**src/rtl/steer_pkg.sv**
```systemverilog
package steer_pkg;

  localparam int EVT_W = 8;

  // One-hot event bit positions
  localparam int EV_LOAD      = 0;
  localparam int EV_FETCH     = 1;
  localparam int EV_STORE     = 2;
  localparam int EV_L1_TO_L2  = 3;
  localparam int EV_L2_TO_L1D = 4;
  localparam int EV_L2_TO_L1I = 5;
  localparam int EV_L2_EVICT  = 6;
  localparam int EV_CONFLICT  = 7;

  localparam logic [EVT_W-1:0] POP_MASK =
    EVT_W'((1 << EV_LOAD) | (1 << EV_FETCH) | (1 << EV_STORE) | (1 << EV_CONFLICT));

  typedef enum logic [1:0] {
    KIND_LOAD   = 2'd0,
    KIND_FETCH  = 2'd1,
    KIND_STORE  = 2'd2,
    KIND_ATOMIC = 2'd3
  } req_kind_e;

  typedef enum logic [1:0] {
    SRC_REQ       = 2'd0,
    SRC_L1_VICTIM = 2'd1,
    SRC_L2_VICTIM = 2'd2
  } addr_src_e;

  // Strobes from control to datapath
  typedef struct packed {
    logic             capture;
    logic [EVT_W-1:0] evt;
    addr_src_e        addrSrc;
    logic             pop;
  } steer_strobe_t;

endpackage

```
**src/rtl/steer_classify.sv**
```systemverilog
module steer_classify
  import steer_pkg::*;
(
  input  logic [1:0]       reqKind,
  input  logic             hitL1i,
  input  logic             hitL1d,
  input  logic             hitL2,
  input  logic             freeL1i,
  input  logic             freeL1d,
  input  logic             l2Room,
  output logic [EVT_W-1:0] evt,
  output addr_src_e        addrSrc,
  output logic             pop,
  output logic             probeVictim
);

  logic isFetch, isWrite, hitOwn, hitOther, roomOwn, multiHit;
  logic [EVT_W-1:0] accessEvt;

  always_comb begin
    isFetch  = (reqKind == KIND_FETCH);
    isWrite  = reqKind[1];
    hitOwn   = isFetch ? hitL1i : hitL1d;
    hitOther = isFetch ? hitL1d : hitL1i;
    roomOwn  = isFetch ? freeL1i : freeL1d;
    multiHit = ($countones({hitL1i, hitL1d, hitL2}) > 1);

    accessEvt = '0;
    if (isFetch)      accessEvt[EV_FETCH] = 1'b1;
    else if (isWrite) accessEvt[EV_STORE] = 1'b1;
    else              accessEvt[EV_LOAD]  = 1'b1;

    // Only the full-L1 path looks up the L2 with the L1 victim.
    probeVictim = !multiHit && !hitL1i && !hitL1d && !roomOwn;
  end

  always_comb begin
    evt     = '0;
    addrSrc = SRC_REQ;
    pop     = 1'b0;
    if (multiHit) begin
      evt[EV_CONFLICT] = 1'b1;
      pop              = 1'b1;
    end else if (hitOther) begin
      if (l2Room) evt[EV_L1_TO_L2] = 1'b1;
      else begin
        evt[EV_L2_EVICT] = 1'b1;
        addrSrc          = SRC_L2_VICTIM;
      end
    end else if (hitOwn) begin
      evt = accessEvt;
      pop = 1'b1;
    end else if (roomOwn) begin
      if (hitL2) begin
        if (isFetch) evt[EV_L2_TO_L1I] = 1'b1;
        else         evt[EV_L2_TO_L1D] = 1'b1;
      end else begin
        evt = accessEvt;
        pop = 1'b1;
      end
    end else begin
      if (l2Room) begin
        evt[EV_L1_TO_L2] = 1'b1;
        addrSrc          = SRC_L1_VICTIM;
      end else begin
        evt[EV_L2_EVICT] = 1'b1;
        addrSrc          = SRC_L2_VICTIM;
      end
    end
  end

endmodule

```
**src/rtl/steer_ctrl.sv**
```systemverilog
module steer_ctrl
  import steer_pkg::*;
(
  input  logic          clk,
  input  logic          rst_n,
  input  logic          reqValid,
  input  logic [1:0]    reqKind,
  input  logic          hitL1i,
  input  logic          hitL1d,
  input  logic          hitL2,
  input  logic          freeL1i,
  input  logic          freeL1d,
  input  logic          l2Room,
  output steer_strobe_t strobe,
  output logic          probeVictim
);

  typedef enum logic {ST_EVAL, ST_SETTLE} ctrl_state_e;
  ctrl_state_e state;

  logic [EVT_W-1:0] decEvt;
  addr_src_e        decSrc;
  logic             decPop;

  steer_classify u_classify (
    .reqKind     (reqKind),
    .hitL1i      (hitL1i),
    .hitL1d      (hitL1d),
    .hitL2       (hitL2),
    .freeL1i     (freeL1i),
    .freeL1d     (freeL1d),
    .l2Room      (l2Room),
    .evt         (decEvt),
    .addrSrc     (decSrc),
    .pop         (decPop),
    .probeVictim (probeVictim)
  );

  // One decision, then one cycle for the arrays to apply it.
  always_ff @(posedge clk) begin
    if (!rst_n) state <= ST_EVAL;
    else if (state == ST_EVAL && reqValid) state <= ST_SETTLE;
    else state <= ST_EVAL;
  end

  always_comb begin
    strobe.capture = (state == ST_EVAL) && reqValid;
    strobe.evt     = decEvt;
    strobe.addrSrc = decSrc;
    strobe.pop     = decPop;
  end

endmodule

```
**src/rtl/steer_dp.sv**
```systemverilog
module steer_dp
  import steer_pkg::*;
#(
  parameter int ADDR_W = 12
) (
  input  logic              clk,
  input  logic              rst_n,
  input  steer_strobe_t     strobe,
  input  logic              probeVictim,
  input  logic              isFetch,
  input  logic [ADDR_W-1:0] reqAddr,
  input  logic [ADDR_W-1:0] l1iVictim,
  input  logic [ADDR_W-1:0] l1dVictim,
  input  logic [ADDR_W-1:0] l2Victim,
  output logic [ADDR_W-1:0] probeAddr,
  output logic              evtValid,
  output logic [EVT_W-1:0]  evtCode,
  output logic [ADDR_W-1:0] evtAddr,
  output logic              reqPop
);

  logic [ADDR_W-1:0] l1Victim;
  logic [ADDR_W-1:0] targetAddr;

  always_comb begin
    l1Victim  = isFetch ? l1iVictim : l1dVictim;
    probeAddr = probeVictim ? l1Victim : reqAddr;
    unique case (strobe.addrSrc)
      SRC_L1_VICTIM: targetAddr = l1Victim;
      SRC_L2_VICTIM: targetAddr = l2Victim;
      default:       targetAddr = reqAddr;
    endcase
  end

  always_ff @(posedge clk) begin
    if (!rst_n) begin
      evtValid <= 1'b0;
      evtCode  <= '0;
      evtAddr  <= '0;
      reqPop   <= 1'b0;
    end else if (strobe.capture) begin
      evtValid <= 1'b1;
      evtCode  <= strobe.evt;
      evtAddr  <= targetAddr;
      reqPop   <= strobe.pop;
    end else begin
      evtValid <= 1'b0;
      evtCode  <= '0;
      reqPop   <= 1'b0;
    end
  end

endmodule

```
**src/rtl/excl_cache_steer.sv**
```systemverilog
module excl_cache_steer
  import steer_pkg::*;
#(
  parameter int ADDR_W = 12
) (
  input  logic              clk,
  input  logic              rst_n,
  input  logic              reqValid,
  input  logic [1:0]        reqKind,
  input  logic [ADDR_W-1:0] reqAddr,
  input  logic              hitL1i,
  input  logic              hitL1d,
  input  logic              hitL2,
  input  logic              freeL1i,
  input  logic              freeL1d,
  input  logic [ADDR_W-1:0] l1iVictim,
  input  logic [ADDR_W-1:0] l1dVictim,
  output logic [ADDR_W-1:0] probeAddr,
  input  logic              l2Room,
  input  logic [ADDR_W-1:0] l2Victim,
  output logic              evtValid,
  output logic [7:0]        evtCode,
  output logic [ADDR_W-1:0] evtAddr,
  output logic              reqPop
);

  steer_strobe_t strobe;
  logic          probeVictim;

  steer_ctrl u_ctrl (
    .clk         (clk),
    .rst_n       (rst_n),
    .reqValid    (reqValid),
    .reqKind     (reqKind),
    .hitL1i      (hitL1i),
    .hitL1d      (hitL1d),
    .hitL2       (hitL2),
    .freeL1i     (freeL1i),
    .freeL1d     (freeL1d),
    .l2Room      (l2Room),
    .strobe      (strobe),
    .probeVictim (probeVictim)
  );

  steer_dp #(.ADDR_W(ADDR_W)) u_dp (
    .clk         (clk),
    .rst_n       (rst_n),
    .strobe      (strobe),
    .probeVictim (probeVictim),
    .isFetch     (reqKind == KIND_FETCH),
    .reqAddr     (reqAddr),
    .l1iVictim   (l1iVictim),
    .l1dVictim   (l1dVictim),
    .l2Victim    (l2Victim),
    .probeAddr   (probeAddr),
    .evtValid    (evtValid),
    .evtCode     (evtCode),
    .evtAddr     (evtAddr),
    .reqPop      (reqPop)
  );

endmodule

```
**config.mk**
```make
export PLATFORM = sky130hd
export DESIGN_NAME = excl_cache_steer
export DESIGN_NICKNAME = d
export VERILOG_FILES = /design/src/rtl/steer_pkg.sv /design/src/rtl/steer_classify.sv /design/src/rtl/steer_ctrl.sv /design/src/rtl/steer_dp.sv /design/src/rtl/excl_cache_steer.sv
export SDC_FILE = /design/constraint.sdc
export NUM_CORES = 1
export LEC_CHECK = 0
export ABC_AREA = 1
export BUFFER_PORTS_ARGS = -buffer_cell sky130_fd_sc_hd__buf_2
export CORE_MARGIN = 1.5
export CORE_UTILIZATION = 40
export CTS_BUF_LIST = sky130_fd_sc_hd__clkbuf_16
export DETAILED_ROUTE_END_ITERATION = 7
export GPL_TIMING_DRIVEN = 0
export PLACE_DENSITY = 0.77
export SLEW_MARGIN = 20
export SYNTH_ARGS = -nofsm -noshare
export SYNTH_HDL_FRONTEND = slang
export SYNTH_SLANG_ARGS = --single-unit
export TNS_END_PERCENT = 10
```
**constraint.sdc**
```tcl
create_clock -name clk -period 2.1 [get_ports clk]
set_input_delay 0.63 -clock clk [delete_from_list [all_inputs] [get_ports clk]]
set_output_delay 0.63 -clock clk [all_outputs]
set_load 0.03 [all_outputs]
```
==> flow_summary.yaml, run 1 <==
logic_synthesis:
  yosys.area.top_type_share_pct: 27.6
  synth_cells: 259
  synth_cell_types: 21
  yosysWarnings: 0
  yosysTopAreaCell: "dfxtp_1"
  synthTopCellsByArea: "dfxtp_1 28%, nand2_1 14%, a21oi_1 12%"
  syn_nets: 321
  synth_seq_cells: 22
  ys_seq_area_share_pct: 27.6
  syn_area_per_cell_um2: 6.16
  netlist_area_mm2: 0.00160
clocking:
  cts_made_buffers: 3
  path_clk_slew_ns: 0.06
  clock_sinks: 22
  worstSkewPairLatency_ns: 0.25
  root_buffer: "clkbuf_16"
  htreeDepth: 1
  cts-hold-fix-buffers: 0
  cts_tree: "yes"
  cts_buffer_depth: 2
timing:
  slew_viol_final: 0
  worstMarginPinSlew_ns: 0.488
  min_period_over_period_pct: 111
  fmax_mhz: 429
  fin_crit_ns: 2.33
  finalClockSkew_ns: 0.00304
  hold_violations: 0
  finalSetupTns_ns: -2.31
  finalWorstSetupSlack_ns: -0.233
  relSlewSlack_pct: 67.5
  setup_viol: 12
  rsz0062_at_grt: "true"
drt:
  wirelength_um: 5960
  wl_per_cell_um: 14.4
  drt-initial-drc-count: 135
  drtPass1Iterations: 4
  drc: 0
  vias_per_cell: 5.10
  via_count: 2116
  antenna_left: 0
die:
  placementRows: 22
  die_height_um: 66.2
  core_mm2: 0.00374
  start_util_pct: 42.6
  design.die.area_mm2: 0.00438
  ioPinCount: 93
  die_w_um: 66.2
setup_path:
  worstSetupPathType: "in2out"
  crit_path_max_incr_delay_ns: 0.16
  worstReg2RegStart: "u_ctrl.state"
  reg2reg_depth: 6
  worst_setup_path_end_kind: "output port"
  crit_path_start_kind: "input pin"
  crit_required_ns: 1.47
  reg2reg_to: "u_dp.evtAddr[1]"
  rrSetupSlack_ns: 0.74
  path_max_fanout: 5
  crit_arrival_ns: 1.70
  critPathSlowestCell: "ha_4"
  crit_chain: "buf_6 > ha_4 > inv_4 > nand2_4 > nor2_8 > buf_12 > buf_12 > nand3_4 > o21ai_4 > buf_6"
cells_and_area:
  drive_gt1_share_pct: 46.3
  diodes: 0
  final_area_mm2: 0.00278
  area_growth_pct: 74.2
  seq_area_um2: 440
  layout.nets: 431
  nFillCells: 272
  multi_input_area_mm2: 0.00119
global_routing:
  grt_pass1_wl_um: 8520
  grt_overflow: 0
  grt_pass1_vias: 1899
  grt_max_degree: 12
  antenna_found_initial: 0
  track_usage_pct: 25.4
place:
  post-dp-hpwl_um: 3800
  place_congestion: 0.845
  place_area_mm2: 0.00222
  port_buffers: 92
outcome:
  outcome: "finished, violations left"
  violations: "negative setup slack"
hold_path:
  min_to: "u_dp.evtAddr[9]"
  hp-class: "reg2reg"
  worstHoldStart: "u_dp.evtAddr[9]"
  hold_depth: 2
power_and_ir_drop:
  peakVddDrop_mv: 0.400
  power_density_mw_per_mm2: 520
  power_leakage_nw: 1.40
flow_run:
  cap_violations: 0
kinds of logic after synthesis:
group	Yosys count	share of synthesized area (%)
AND/OR/NAND/NOR	121	36.2
buffers and inverters	61	15.5
flip-flops	22	27.6
AO/OA/AOI/OAI	52	18.4
adder cells (fa/ha/maj)	3	2.35
how the worst max path moves through the flow:
stage | startpoint | endpoint | slack, ns
after floorplan | hitL1i | probeAddr[1] | -0.04
after global placement | reqKind[1] | u_dp.evtAddr[11] | -0.46
after detailed placement | reqKind[1] | u_dp.evtAddr[6] | -0.52
after CTS | hitL1i | probeAddr[8] | -0.21
after global routing | hitL1i | probeAddr[6] | -0.27
final | hitL2 | probeAddr[6] | -0.23
sequential cells by signal, summed over array words and instances (netlist names):
register and flops:
u_dp.evtCode 8, u_ctrl.state 1, u_dp.evtAddr 12, u_dp.reqPop 1
through the flow:
stage | setup slack [ns] | total power [mW] | hold WS (ns) | utilization, % | instances
6_report | -0.233 | 1.44 | 0.464 | 74.2 | 415
5_1_grt | -0.267 | 1.51 | 0.489 | 74.2 | 415
4_1_cts | -0.214 | 1.39 | 0.466 | 70.8 | 414
3_5_place_dp | -0.523 | 0.911 | 0.458 | 59.3 | 399
3_3_place_gp | -0.463 | 0.905 | 0.455 | 59.3 | 399
2_1_floorplan | -0.0421 | 0.768 | 0.595 | - | 259
synthesized netlist by cell type:
library cell / number
o21ai_2: 8
nor2_2: 1
a211oi_1: 1
nor2_8: 1
o21ai_1: 6
nand3_1: 31
buf_1: 1
buf_6: 2
dfxtp_1: 22
nand2_2: 3
ha_1: 3
nand2_1: 60
inv_2: 2
inv_1: 47
a21oi_1: 37
nand3_2: 8
nor2_1: 14
nand4_1: 2
and2_1: 1
clkbuf_1: 6
buf_2: 3
critical path: cells and delay by family:
family	cells	cell delay, ns
AOI/OAI and AO/OA	1	0.06
adders and majority gates	1	0.16
buffers and inverters	5	0.57
and+or+nand+nor	3	0.27
layout by cell type (no fill, tap or decap), types with 4 or more instances in the layout:
| cell type | count |
|---|---|
| buf_2 | 79 |
| nand2_1 | 57 |
| inv_1 | 45 |
| a21oi_1 | 28 |
| nand3_1 | 27 |
| dfxtp_1 | 22 |
| buf_6 | 17 |
| nor2_1 | 11 |
| buf_4 | 10 |
| nand3_4 | 8 |
| o21ai_4 | 8 |
| a21oi_2 | 8 |
| o21ai_2 | 6 |
| nand2_4 | 4 |
| nand3_2 | 4 |
| buf_8 | 4 |
repair_timing:
item                       in CTS  in global routing
buffers inserted               10                  2
gates resized for setup        62                 37
setup endpoints to repair      24                 24
pin swaps                       5                 10
gates cloned                    2                  0
metal layers:
| metal | GRT usage [%] | vias up | wire length (um) |
|---|---|---|---|
| li1 | - | 1041 | - |
| met1 | 31.5 | 962 | 2410 |
| met2 | 45.1 | 105 | 3070 |
| met3 | 3.41 | 8 | 403 |
| met4 | 7.91 | 0 | 83 |
| met5 | 0 | - | 0 |
power breakdown:
| group | leakage, nW | switching [mW] | total [mW] | internal [mW] |
|---|---|---|---|---|
| clock | 0.0370 | 0.148 | 0.400 | 0.252 |
| sequential | 0.180 | 0.0114 | 0.453 | 0.441 |
| combinational | 1.18 | 0.348 | 0.592 | 0.244 |
area by class of cell:
cell class,count,area share (%)
multi-input cells,176,42.8
clock buffers,3,2.70
well taps,48,2.16
repair buffers,105,25.5
plain buffers,12,4.01
inverters,49,6.98
flip-flops and latches,22,15.8
(Power assumes the default switching activity.)
==> run 2: changes to the inputs <==
--- a/config.mk
+++ b/config.mk
@@ -10,3 +10,3 @@
 export CORE_MARGIN = 1.5
-export CORE_UTILIZATION = 40
+export CORE_UTILIZATION = 44
 export CTS_BUF_LIST = sky130_fd_sc_hd__clkbuf_16
@@ -14,3 +14,3 @@
 export GPL_TIMING_DRIVEN = 0
-export PLACE_DENSITY = 0.77
+export PLACE_DENSITY = 0.81
 export SLEW_MARGIN = 20
==> constraint.sdc (replaced) <==
create_clock -name clk -period 2.3 [get_ports clk]
set_input_delay 0.23 -clock clk [delete_from_list [all_inputs] [get_ports clk]]
set_output_delay 0.23 -clock clk [all_outputs]
set_load 0.03 [all_outputs]
==> run 2 against run 1 <==
The run now ends clean. Design area is 20% lower. Wire length fell by 22%. Worst hold slack lost 0.22 ns. Via count down 6.1%.
==> flow_summary.yaml, run 2 (synthesis gave the netlist of run 1 again) <==
outcome:
  outcome: "completed"
power_and_ir_drop:
  power_leakage_nw: 1.23
  power_density_mw_per_mm2: 580
  total_power_mw: 1.29
  peakVddDrop_mv: 0.297
global_routing:
  track_usage_pct: 23.5
  grt_util_met1_pct: 30.0
  grt_pass1_wl_um: 7590
  grt_pass1_vias: 1835
  grtUsageMet2_pct: 41.1
  met3_usage_pct: 3.93
  top_usage_layer: "met2"
  grt_overflow: 0
  antenna_found_initial: 0
  grt_max_degree: 14
drt:
  vias_per_cell: 4.96
  drt-initial-drc-count: 141
  wirelength_um: 4670
  drc: 0
  wl_per_cell_um: 11.6
  via_count: 1987
  antenna_left: 0
  drtPass1Iterations: 4
setup_path:
  path_delay_family: "adder cells"
  worstSetupPathType: "in2reg"
  crit_path_max_incr_delay_ns: 0.43
  rrSetupSlack_ns: 0.95
  worstReg2RegStart: "u_ctrl.state"
  cp_num_buf_inv: 2
  critPathSlowestCell: "ha_1"
  path_max_fanout: 10
  path_common_cell: "a21oi_1"
  crit_arrival_ns: 2.25
  crit_chain: "buf_2 > ha_1 > a21oi_1 > nand4_1 > ha_1 > clkbuf_1 > a21oi_1 > nand2_1 > nand2_1 > a21oi_1"
  worst_setup_path_end_kind: "flop"
  reg2reg_to: "u_dp.evtCode[0]"
  startpoint: "hitL1i"
  crit_required_ns: 2.48
  reg2reg_depth: 7
  crit_path_start_kind: "input pin"
clocking:
  post_cts_resized: 0
  cts_tree: "yes"
  path_clk_slew_ns: 0.06
  root_buffer: "clkbuf_16"
  worstSkewPairLatency_ns: 0.26
  cts_setup_buffers: 0
  clock_sinks: 22
  cts_buffer_depth: 2
  cts_made_buffers: 3
  cts-hold-fix-buffers: 0
  htreeDepth: 1
cells_and_area:
  reg_top3: "u_dp.evtAddr x12, u_dp.evtCode x8"
  final_common_cell: "buf_2"
  drive_gt1_share_pct: 34.9
  largest_reg_flops: 12
  fin_util_pct: 64.9
  area_growth_pct: 39.1
  final_cells: 401
  layout.nets: 418
  diodes: 0
  final_area_mm2: 0.00222
  mostFrequentLayoutCells: "95 x buf_2, 60 x nand2_1, 47 x inv_1"
  largest_register: "u_dp.evtAddr"
timing:
  min_period_over_period_pct: 90.0
  finalClockSkew_ns: 0.00388
  slew_viol_final: 0
  worstMarginPinSlew_ns: 0.429
  setup_viol: 0
  relSlewSlack_pct: 71.4
  finalSetupTns_ns: 0
  rsz0062_at_grt: "false"
  hold_violations: 0
  fin_crit_ns: 2.07
  fmax_mhz: 483
place:
  place_congestion: 0.921
  post-dp-hpwl_um: 3800
  place_area_mm2: 0.00211
  numPlacedInstances: 397
  port_buffers: 92
die:
  start_util_pct: 46.7
  die_height_um: 63.2
  placementRows: 21
  core_mm2: 0.00342
  die_w_um: 63.2
  design.die.area_mm2: 0.00400
  ioPinCount: 93
hold_path:
  hold_depth: 3
  hp-class: "in2reg"
  min_to: "u_dp.evtAddr[7]"
  worstHoldStart: "rst_n"
flow_run:
  cap_violations: 0
-- run 2: cell types whose count changed in the layout (fill, tap and decap cells not counted), sizes merged --
| cell | before | now |
|---|---|---|
| buf | 114 | 98 |
| bufinv | 0 | 1 |
| clkbuf | 6 | 9 |
-- run 2: worst max-delay path by stage --
stage	endpoint	slack [ns]	cells past startpoint
2_1_floorplan	u_dp.evtAddr[5]	0.44	8
3_3_place_gp	u_dp.evtAddr[5]	0.05	9
3_5_place_dp	u_dp.evtAddr[6]	-0.002	10
4_1_cts	u_dp.evtAddr[6]	0.25	10
5_1_grt	u_dp.evtAddr[1]	0.03	13
6_report	u_dp.evtAddr[6]	0.23	10
-- run 2: final cells by class --
type / count / area [um^2]
timing repair buffer: 92 / 460
clock buffer: 3 / 75.1
buffer: 12 / 63.8
inverter: 49 / 184
sequential: 22 / 440
fill: 333 / 1200
multi-input combinational: 176 / 907
tap: 46 / 57.6
clock inverter: 1 / 30.0
-- run 2: worst reg2reg max path: cells and delay by family (launching register included) --
kind | cells | cell delay [ns]
buffers and inverters | 1 | 0.05
and+or+nand+nor | 6 | 0.93
DFF | 1 | 0.31
-- run 2: metrics by stage --
step                hold slack (ns)  worst slack, ns
finish                        0.241            0.231
global route                  0.264           0.0284
CTS                           0.242            0.252
detailed placement            0.455         -0.00184
global placement              0.453           0.0456
floorplan                     0.376            0.440
-- run 2: power by group --
part           total, mW  switching (mW)  internal, mW  leakage [nW]
Sequential         0.413         0.00968         0.403         0.180
Clock              0.485           0.140         0.346        0.0511
Combinational      0.388           0.254         0.134          1.00
-- run 2: layer usage --
layer / vias to the layer above / part of all wire [%] / wire length (um)
met5: - / 0 / 0
met4: 0 / 1.0 / 48
met3: 6 / 9.0 / 421
met2: 102 / 47 / 2200
met1: 865 / 43 / 2000
li1: 1014 / - / -
